==> config.mk <==
export PLATFORM = sky130hd
export DESIGN_NAME = dest_matcher
export DESIGN_NICKNAME = d
export VERILOG_FILES = /design/src/rtl/dm_pkg.sv /design/src/rtl/dm_regs.sv /design/src/rtl/dm_fmt_decode.sv /design/src/rtl/dm_logical_cmp.sv /design/src/rtl/dm_route.sv /design/src/rtl/dest_matcher.sv
export SDC_FILE = /design/constraint.sdc
export NUM_CORES = 1
export LEC_CHECK = 0
export CAP_MARGIN = 15
export CELL_PAD_IN_SITES_DETAIL_PLACEMENT = 0
export CELL_PAD_IN_SITES_GLOBAL_PLACEMENT = 2
export CORE_UTILIZATION = 23
export CTS_BUF_LIST = sky130_fd_sc_hd__clkbuf_8
export DETAILED_ROUTE_END_ITERATION = 10
export HOLD_SLACK_MARGIN = 0.06
export PLACE_DENSITY_LB_ADDON = 0.1
export SYNTH_ARGS = -nofsm -noshare
export SYNTH_HDL_FRONTEND = slang
export SYNTH_HIERARCHICAL = 1
export SYNTH_SLANG_ARGS = --single-unit
export TNS_END_PERCENT = 50
==> constraint.sdc <==
create_clock -name clk -period 2.11 [get_ports clk]
set_input_delay 0.211 -clock clk [delete_from_list [all_inputs] [get_ports clk]]
set_output_delay 0.211 -clock clk [all_outputs]
set_load 0.01 [all_outputs]
==> src/rtl/dm_pkg.sv <==
package dm_pkg;

    localparam int MODE_W = 4;

    localparam logic [MODE_W-1:0] FLAT_NIBBLE    = 4'hF;
    localparam logic [MODE_W-1:0] CLUSTER_NIBBLE = 4'h0;

    typedef enum logic [1:0] {
        SH_FIELD  = 2'd0,
        SH_SELF   = 2'd1,
        SH_ALL    = 2'd2,
        SH_OTHERS = 2'd3
    } sh_e;

    typedef enum logic [1:0] {
        FMT_FLAT    = 2'd0,
        FMT_CLUSTER = 2'd1,
        FMT_BAD     = 2'd2
    } fmt_mode_e;

endpackage

==> src/rtl/dm_regs.sv <==
module dm_regs
    import dm_pkg::*;
#(
    parameter int          REG_W    = 32,
    parameter int          ID_W     = 8,
    parameter logic [7:0]  RESET_ID = 8'h00
) (
    input  logic             clk,
    input  logic             rst_n,
    input  logic             id_wr_en,
    input  logic [REG_W-1:0] id_wr_data,
    input  logic             lid_wr_en,
    input  logic [REG_W-1:0] lid_wr_data,
    input  logic             fmt_wr_en,
    input  logic [REG_W-1:0] fmt_wr_data,
    output logic [REG_W-1:0] id_word,
    output logic [REG_W-1:0] lid_word,
    output logic [REG_W-1:0] fmt_word
);

    localparam int FORCE_W = REG_W - MODE_W;
    localparam logic [REG_W-1:0] FORCE_MASK = {{MODE_W{1'b0}}, {FORCE_W{1'b1}}};
    localparam logic [REG_W-1:0] ID_RESET   = {RESET_ID, {(REG_W-8){1'b0}}};

    logic [REG_W-1:0] fmt_next;

    assign fmt_next = fmt_wr_data | FORCE_MASK;

    always_ff @(posedge clk or negedge rst_n) begin
        if (!rst_n) begin
            id_word <= ID_RESET;
        end else if (id_wr_en) begin
            id_word <= id_wr_data;
        end
    end

    always_ff @(posedge clk or negedge rst_n) begin
        if (!rst_n) begin
            lid_word <= '0;
        end else if (lid_wr_en) begin
            lid_word <= lid_wr_data;
        end
    end

    always_ff @(posedge clk or negedge rst_n) begin
        if (!rst_n) begin
            fmt_word <= '1;
        end else if (fmt_wr_en) begin
            fmt_word <= fmt_next;
        end
    end

endmodule

==> src/rtl/dm_fmt_decode.sv <==
module dm_fmt_decode
    import dm_pkg::*;
(
    input  logic [MODE_W-1:0] nibble,
    output fmt_mode_e         mode
);

    always_comb begin
        unique case (nibble)
            FLAT_NIBBLE:    mode = FMT_FLAT;
            CLUSTER_NIBBLE: mode = FMT_CLUSTER;
            default:        mode = FMT_BAD;
        endcase
    end

endmodule

==> src/rtl/dm_logical_cmp.sv <==
module dm_logical_cmp #(
    parameter int ID_W = 8
) (
    input  logic [ID_W-1:0] lid,
    input  logic [ID_W-1:0] dest,
    output logic            flat_hit,
    output logic            cluster_hit
);

    localparam int HALF = ID_W / 2;

    logic [ID_W-1:0] overlap;

    for (genvar b = 0; b < ID_W; b++) begin : g_bit
        assign overlap[b] = lid[b] & dest[b];
    end

    logic group_eq;
    assign group_eq    = (lid[ID_W-1:HALF] == dest[ID_W-1:HALF]);
    assign flat_hit    = |overlap;
    assign cluster_hit = group_eq & (|overlap[HALF-1:0]);

endmodule

==> src/rtl/dm_route.sv <==
module dm_route
    import dm_pkg::*;
(
    input  sh_e       shorthand,
    input  logic      logical,
    input  logic      from_self,
    input  fmt_mode_e mode,
    input  logic      phys_hit,
    input  logic      flat_hit,
    input  logic      cluster_hit,
    output logic      hit,
    output logic      fmt_err
);

    always_comb begin
        hit     = 1'b0;
        fmt_err = 1'b0;
        unique case (shorthand)
            SH_SELF:   hit = from_self;
            SH_ALL:    hit = 1'b1;
            SH_OTHERS: hit = ~from_self;
            SH_FIELD: begin
                if (!logical) begin
                    hit = phys_hit;
                end else begin
                    unique case (mode)
                        FMT_FLAT:    hit = flat_hit;
                        FMT_CLUSTER: hit = cluster_hit;
                        default:     fmt_err = 1'b1;
                    endcase
                end
            end
            default: hit = 1'b0;
        endcase
    end

endmodule

==> src/rtl/dest_matcher.sv <==
module dest_matcher
    import dm_pkg::*;
#(
    parameter int         REG_W    = 32,
    parameter int         ID_W     = 8,
    parameter logic [7:0] RESET_ID = 8'h00
) (
    input  logic             clk,
    input  logic             rst_n,
    input  logic             id_wr_en,
    input  logic [REG_W-1:0] id_wr_data,
    input  logic             lid_wr_en,
    input  logic [REG_W-1:0] lid_wr_data,
    input  logic             fmt_wr_en,
    input  logic [REG_W-1:0] fmt_wr_data,
    input  logic [ID_W-1:0]  req_dest,
    input  logic             req_logical,
    input  logic [1:0]       req_shorthand,
    input  logic             req_from_self,
    output logic             hit,
    output logic             fmt_err,
    output logic [REG_W-1:0] id_q,
    output logic [REG_W-1:0] lid_q,
    output logic [REG_W-1:0] fmt_q
);

    localparam int FIELD_LSB = REG_W - ID_W;
    localparam int NIB_LSB   = REG_W - MODE_W;
    localparam logic [ID_W-1:0] BCAST = {ID_W{1'b1}};

    logic [ID_W-1:0] phys_id;
    logic [ID_W-1:0] log_id;
    fmt_mode_e       mode;
    logic            phys_hit;
    logic            flat_hit;
    logic            cluster_hit;

    dm_regs #(
        .REG_W    (REG_W),
        .ID_W     (ID_W),
        .RESET_ID (RESET_ID)
    ) regs_i (
        .clk         (clk),
        .rst_n       (rst_n),
        .id_wr_en    (id_wr_en),
        .id_wr_data  (id_wr_data),
        .lid_wr_en   (lid_wr_en),
        .lid_wr_data (lid_wr_data),
        .fmt_wr_en   (fmt_wr_en),
        .fmt_wr_data (fmt_wr_data),
        .id_word     (id_q),
        .lid_word    (lid_q),
        .fmt_word    (fmt_q)
    );

    assign phys_id = id_q[REG_W-1:FIELD_LSB];
    assign log_id  = lid_q[REG_W-1:FIELD_LSB];

    dm_fmt_decode decode_i (
        .nibble (fmt_q[REG_W-1:NIB_LSB]),
        .mode   (mode)
    );

    assign phys_hit = (req_dest == BCAST) || (req_dest == phys_id);

    dm_logical_cmp #(
        .ID_W (ID_W)
    ) cmp_i (
        .lid         (log_id),
        .dest        (req_dest),
        .flat_hit    (flat_hit),
        .cluster_hit (cluster_hit)
    );

    dm_route route_i (
        .shorthand   (sh_e'(req_shorthand)),
        .logical     (req_logical),
        .from_self   (req_from_self),
        .mode        (mode),
        .phys_hit    (phys_hit),
        .flat_hit    (flat_hit),
        .cluster_hit (cluster_hit),
        .hit         (hit),
        .fmt_err     (fmt_err)
    );

endmodule

Word-level counts from Yosys, hierarchy flattened
Index checks and enable logic that the tools add are counted. Widths: inputs -> output; s select.

Equal/unequal tests: 8. Multiplexer cells: 7. Bitwise logic cells: 10. Reductions and logical operators: 7.

Operators with widths (count): $and 1x1->1 (9); $eq 8x8->1 (1); $eq 8x8->1 const B (1); $reduce_or 8->1 (1); $eq 2x1->1 const B (2); $eq 2x2->1 const B (2); $eq 4x4->1 (1); $eq 4x4->1 const B (1); $logic_not 2->1 (2); $logic_not 4->1 (1); $mux 1 (4); $pmux 1 s4 (1); $pmux 2 s2 (1); $reduce_or 4->1 (1); $pmux 1 s2 (1); $reduce_or 2->1 (1); $logic_or 1x1->1 (1); $not 1->1 (1).

Register bits: 68. Input port bits: 113. Word-level logic and storage cells: 35.

Depth between registers and ports, before layout
Gate-level depths: netlist of the first run.

Depth in word-level cells: 7. Gate-level depth with buffers: 6. Gate-level depth less buffers: 6.

By module
The synthesis of the first run kept the hierarchy.

Modules (own cells, without submodules): dm_regs (instances 1, cells an instance 173, area each 3054.2 um^2); dest_matcher (instances 1, cells an instance 13, area each 101.3 um^2); dm_logical_cmp (instances 1, cells an instance 10, area each 96.3 um^2); dm_route (instances 1, cells an instance 7, area each 52.6 um^2); dm_fmt_decode (instances 1, cells an instance 3, area each 35.0 um^2).

Worst setup path after synthesis of the first run
Ideal clock, no wire load.

Path kind: flip-flop to output port. Start: reg regs_i.lid_word[28]. End: out hit. Data arrival time: 1.788 ns. Setup slack: 0.111 ns. Cell stages (with the launch flop): 7. Buffers on the path: 0. Cell sequence: dfrtp_1 > ha_1 > or4_4 > a21oi_2 > mux2_1 > nand3b_1 > a32oi_1.

Cells in the longest elaborated chain, start to end: 5. Elaborated cells between the ends (all ways): 7.

RTL lines: start: declaration (RTL line dm_regs.sv:17) `output logic [REG_W-1:0] lid_word,`; start signal: assignment (RTL line dm_regs.sv:41) `lid_word <= lid_wr_data;`; $eq 4x4->1 (RTL line dm_logical_cmp.sv:19) `assign group_eq = (lid[ID_W-1:HALF] == dest[ID_W-1:HALF]);`; $and 1x1->1 (RTL line dm_logical_cmp.sv:21) `assign cluster_hit = group_eq & (|overlap[HALF-1:0]);`; via cluster_hit (RTL line dest_matcher.sv:36) `logic cluster_hit;`; $pmux 1 s2 (RTL line dm_route.sv:26) `unique case (mode)`; $mux 1 (RTL line dm_route.sv:23) `if (!logical) begin`; $pmux 1 s4 (RTL line dm_route.sv:18) `unique case (shorthand)`; end: declaration (RTL line dest_matcher.sv:20) `output logic hit,`.

The timed path passes the listed nets, and every way through them passes these cells.

Worst setup path in the final report of the first run
Ends and elaborated chain as after synthesis.

==> metrics.yaml, run 1 <==
dr_wl_met3_um: 711
drt-met1-wl_um: 3580
vias_per_cell: 3.83
finalHoldViolations: 0
clock_sinks: 68
crit_buf_inv: 1
r2r_cells: 3
synth_area_um2: 3340
io_pins: 211
nFillCells: 1375
placedCellCount: 544
antenna_left: 0
finalWorstSetupSlack_ns: -0.305
coreArea_um2: 14000
final_cell_mix: "clkdlybuf4s50_1 (149), dfrtp_1 (64), mux2_4 (61)"
grt_pass1_vias: 2303
crit_required_ns: 1.90
avgSynthCellArea_um2: 16.2
dp_hpwl_um: 6080
port_buffers: 154
synth_top_family_by_area: "multiplexers"
ys_types: 25
synth_seq_area_share_pct: 51.1
setup_violations: 1
synthXorXnorAreaFrac_pct: 2.36
start_util_pct: 23.8
cp_top_family: "simple AND/OR/NAND/NOR gates"
fmax_mhz: 414
cp-end-kind: "output pin"
crit_slowest_cell: "or4_4"
num_antenna_cells: 0
drv_slew: 0
drive_above_1_share_pct: 28.5
htreeDepth: 3
wl_met2_um: 3920
cp_max_fo: 2
clk_latency_ns: 0.35
die_area_um2: 15000
cp.depth: 7
cts_tree: "yes"
yosys.area_share.adder_pct: 1.50
highest_layer: "met4"
finalCritPeriodShare_pct: 114
row_count: 43
drtPass1Iterations: 4
violations: "negative setup slack"
antenna_found_initial: 0
die_h_um: 122
power_mw: 3.51
muxShareOfSynthArea_pct: 30.0
root_buffer: "clkbuf_8"
yosys_warnings: 6
routedWlPerCell_um: 14.8
grt_max_degree: 38
async_flop_share_pct: 100
cts_max_path_buffers: 2
p_per_area_nw_per_um2: 676
fin_skew_ns: 0
gr-usage-all-layers_pct: 11.9
overflow: 0
fin_cells: 562
grt_pass1_wl_um: 13000
totalWireLength_um: 8310
place_congestion: 0.636
nNetsFinal: 494
p_leak_nw: 2.31
path_clk_slew_ns: 0.08
synth-edff-count: 0
cp_cell_sequence: "ha_1 > or4_4 > a21oi_2 > mux2_4 > nand3b_1 > a32oi_1 > buf_2"
area_growth_pct: 55.4
mostFrequentLayoutCell: "clkdlybuf4s50_1"
drcViolationCount: 0
period_needed_ns: 2.42
critical-path-max-stage-delay_ns: 0.53
ys.flop_type: "dfrtp_1"
cp.arrival_ns: 2.20
synth-compound-area-share_pct: 1.16
hold_class: "input pin to async pin"
rsz0062_at_grt: "yes"
drv_cap: 0
worstSetupPathType: "flop to output pin"
syn_inst: 206
vias: 2153
synth_simple_gate_area_share_pct: 3.18
synth_seq_cells: 68
status: "complete, but fails checks"
first_iter_violations: 50
chipWidth_um: 122
cts-buffers-inserted: 9
peakVddDrop_v: 0.000285
cp-start-kind: "flop"
-- metal layers --
metal / track usage (%) / vias up
li1: - / 1009
met1: 14.3 / 1037
met2: 18.5 / 99
met3: 5.95 / 8
met4: 3.89 / 0
met5: 0 / -
-- path summary, 6_finish.rpt --
check                                      end                 from  slack (ns)
max                                        hit  regs_i/lid_word[28]       -0.31
min                        regs_i/lid_word[17]                rst_n        0.34
max reg2reg                regs_i/lid_word[28]  regs_i/lid_word[28]        1.10
min reg2reg                 regs_i/lid_word[0]   regs_i/lid_word[0]        0.51
max in group asynchronous  regs_i/fmt_word[29]                rst_n        1.13
min in group clk           regs_i/lid_word[29]            lid_wr_en        0.36
-- Yosys cell counts, types with 2 or more instances --
library cell	count	area (um^2)
a22oi_1	2	15.0
buf_12	6	120
buf_4	28	210
buf_6	2	22.5
dfrtp_1	64	1600
dfstp_2	4	105
ha_1	4	50.1
mux2_2	8	90.1
mux2_4	60	901
nand4_1	4	25.0
nor2_1	2	7.51
xnor2_1	9	78.8
-- power by group --
group          switching, mW  total [mW]  internal, mW
clock network          0.507        1.07         0.568
registers             0.0921        1.53          1.44
logic                  0.303       0.904         0.601
-- through the flow --
step / util [%] / cell area (um^2) / setup TNS [ns] / hold slack (ns) / setup WS (ns)
2_1_floorplan: - / 3440 / 0 / -0.0846 / 0.111
3_3_place_gp: 35.4 / 4980 / -0.648 / 0.199 / -0.648
3_5_place_dp: 35.4 / 4980 / -0.659 / 0.192 / -0.659
4_1_cts: 36.9 / 5180 / -0.400 / 0.322 / -0.400
5_1_grt: 37.0 / 5190 / -0.440 / 0.338 / -0.440
6_report: 37.0 / 5190 / -0.305 / 0.337 / -0.305
-- flip-flops by register name, indices dropped and copies added (netlist names) --
name             count
regs_i/lid_word     32
regs_i/id_word      32
regs_i/fmt_word      4
-- area by class of cell --
cell class                 instances  area [um^2]  share of cell area [%]
clock buffer                      10          138                    2.65
clock inverter                     6         56.3                    1.08
multi-input combinational        129         1390                    26.7
timing repair buffer             169         1680                    32.4
tap                              180          225                    4.34
sequential                        68         1710                    32.9
-- cells by family (layout without fill, tap and decap cells) --
logic type,after synthesis,in the layout
DFF,68,68
AOI/OAI and AO/OA,5,5
muxes,69,69
xor gates and xnor gates,9,9
and+or+nand+nor,14,14
adders and majority gates,4,4
buffers and inverters,36,185
other,1,28
-- timing repair --
action | CTS | global route
gates resized for setup | 5 | 1
buffers inserted | 0 | 1
hold endpoints to repair | 31 | 0
setup endpoints to repair | 1 | 2
cloned | 0 | 0
hold buffers | 1 | 0
pin swaps | 2 | 1
No activity file was read; power rests on OpenSTA's default activity.
==> run 2: changes to the inputs <==
--- a/config.mk
+++ b/config.mk
@@ -12,7 +12,8 @@
 export CTS_BUF_LIST = sky130_fd_sc_hd__clkbuf_8
 export DETAILED_ROUTE_END_ITERATION = 10
 export HOLD_SLACK_MARGIN = 0.06
-export PLACE_DENSITY_LB_ADDON = 0.1
+export PLACE_DENSITY = 0.9
+export SKIP_CTS_REPAIR_TIMING = 1
 export SYNTH_ARGS = -nofsm -noshare
 export SYNTH_HDL_FRONTEND = slang
 export SYNTH_HIERARCHICAL = 1
==> run 2 against run 1 <==
Effect of this change:
- the flow still finishes with violations (negative setup slack)
- wire length decreased by 3.1%
- sequential power about the same
- clock power decreased by 4%
- flip-flop and latch count is the same
==> metrics.yaml, run 2 (synthesis results as in run 1) <==
status: "complete, but fails checks"  # unchanged
violations: "negative setup slack"  # unchanged
final_cell_mix: "clkdlybuf4s50_1 (150), dfrtp_1 (64), mux2_4 (61)"  # was clkdlybuf4s50_1 (149), dfrtp_1 (64), mux2_4 (61)
die_h_um: 122  # unchanged
dpl_worst_slack_ns: -0.685  # was -0.659 ns
crit_required_ns: 1.90  # about the same
finalCritPeriodShare_pct: 115  # was 114%
drv_cap: 0  # unchanged
drt-met1-wl_um: 3290  # was 3580 um
totalWireLength_um: 8050  # was 8310 um
vias_per_cell: 3.90  # was 3.83
cp_max_fo: 2  # unchanged
postLayoutCoreUtil_pct: 36.7  # was 37.0%
cts_max_path_buffers: 2  # unchanged
p_leak_nw: 2.28  # was 2.31 nW
finalWorstSetupSlack_ns: -0.319  # was -0.305 ns
nNetsFinal: 495  # was 494
path_clk_slew_ns: 0.07  # was 0.08 ns
first_iter_violations: 22  # was 50
routedWlPerCell_um: 14.3  # was 14.8 um
fin_skew_ns: 0  # unchanged
area_growth_pct: 54.4  # was 55.4%
grt_max_degree: 69  # was 38
port_buffers: 154  # unchanged
drcViolationCount: 0  # unchanged
io_pins: 211  # unchanged
cp-start-kind: "flop"  # unchanged
row_count: 43  # unchanged
chipWidth_um: 122  # unchanged
drtPass1Iterations: 4  # unchanged
cp.arrival_ns: 2.22  # was 2.20 ns
fmax_mhz: 412  # was 414 MHz
cp-end-kind: "output pin"  # unchanged
peakVddDrop_v: 0.000399  # was 0.000285 V
cts-buffers-inserted: 9  # unchanged
dp_hpwl_um: 6020  # was 6080 um
clock_sinks: 68  # unchanged
gr-usage-all-layers_pct: 11.4  # was 11.9%
mostFrequentLayoutCell: "clkdlybuf4s50_1"  # unchanged
hold_class: "input pin to flop"  # was input pin to async pin
period_needed_ns: 2.43  # was 2.42 ns
nFillCells: 1356  # was 1375
place_congestion: 0.689  # was 0.636
cp_top_family: "simple AND/OR/NAND/NOR gates"  # unchanged
worstSetupPathType: "flop to output pin"  # unchanged
overflow: 0  # unchanged
crit_buf_inv: 1  # unchanged
p_per_area_nw_per_um2: 672  # was 676 nW/um^2
drv_slew: 0  # unchanged
wl_met2_um: 3990  # was 3920 um
finalHoldViolations: 0  # unchanged
crit_slowest_cell: "or4_4"  # unchanged
antenna_left: 0  # unchanged
die_area_um2: 15000  # unchanged
vias: 2189  # was 2153
drive_above_1_share_pct: 28.8  # was 28.5%
coreArea_um2: 14000  # unchanged
placed_area_um2: 4950  # was 4980 um^2
hold_ws_ns: 0.387  # was 0.337 ns
cp_cell_sequence: "ha_1 > or4_4 > a21oi_2 > mux2_4 > nand3b_1 > a32oi_1 > buf_2"  # unchanged
clk_latency_ns: 0.35  # about the same
start_util_pct: 23.8  # unchanged
worst_pin_slew_ns: 0.847
setup_violations: 1  # unchanged
num_antenna_cells: 0  # unchanged
highest_layer: "met4"  # unchanged
critical-path-max-stage-delay_ns: 0.54  # was 0.53 ns
reg_top3: "regs_i/id_word: 32 flops, regs_i/lid_word: 32 flops, regs_i/fmt_word: 4 flops"  # unchanged
placedCellCount: 544  # unchanged
antenna_found_initial: 0  # unchanged
slew_headroom_pct: 43.6
root_buffer: "clkbuf_8"  # unchanged
grt_pass1_wl_um: 12500  # was 13000 um
grt_pass1_vias: 2351  # was 2303
fin_area_um2: 5160  # was 5190 um^2
dr_wl_met3_um: 673  # was 711 um
rsz0062_at_grt: "yes"  # unchanged
cts_tree: "yes"  # unchanged
htreeDepth: 3  # unchanged
fin_cells: 562  # unchanged
run 2: worst reg2reg max path, cell delays in order (launching register included):
cell and delay (ns):
dfrtp_1 0.39, buf_4 0.13, buf_4 0.13, mux2_4 0.25
run 2: worst paths after layout:
| path | from | to | slack [ns] | cells past startpoint |
|---|---|---|---|---|
| min in group asynchronous | rst_n | regs_i/lid_word[16] | 0.52 | 2 |
| worst max register to register | regs_i/lid_word[28] | regs_i/lid_word[28] | 1.10 | 3 |
| max in group asynchronous | rst_n | regs_i/id_word[8] | 1.05 | 2 |
| worst min-delay path | id_wr_en | regs_i/id_word[14] | 0.39 | 2 |
| worst min register to register | regs_i/id_word[9] | regs_i/id_word[9] | 0.51 | 1 |
| worst max-delay path | regs_i/lid_word[29] | hit | -0.32 | 7 |
run 2: cell type report:
cell class | count | area, um^2 | share of cell area (%)
clock inverters | 6 | 57.6 | 1.12
well taps | 180 | 225 | 4.37
multi-input cells | 129 | 1390 | 26.9
flip-flops and latches | 68 | 1710 | 33.1
repair buffers | 170 | 1660 | 32.2
clock buffers | 9 | 124 | 2.40
run 2: per-stage QoR:
step           setup TNS, ns  power, mW
2_1_floorplan              0       1.98
3_5_place_dp          -0.685       2.47
5_1_grt               -0.541       3.68
3_3_place_gp          -0.685       2.45
4_1_cts               -0.825       3.54
6_report              -0.319       3.47
run 2: power breakdown:
part	internal, mW	total [mW]	leakage [nW]	switching, mW
clock network	0.530	1.03	0.100	0.495
logic	0.601	0.905	1.39	0.304
registers	1.44	1.54	0.790	0.0954
total	2.57	3.47	2.28	0.894
run 2: metal layers:
metal | up-vias | GRT usage (%)
met1 | 1066 | 12.8
met2 | 106 | 19.0
met3 | 7 | 5.44
li1 | 1010 | -
met5 | - | 0
met4 | 0 | 3.43
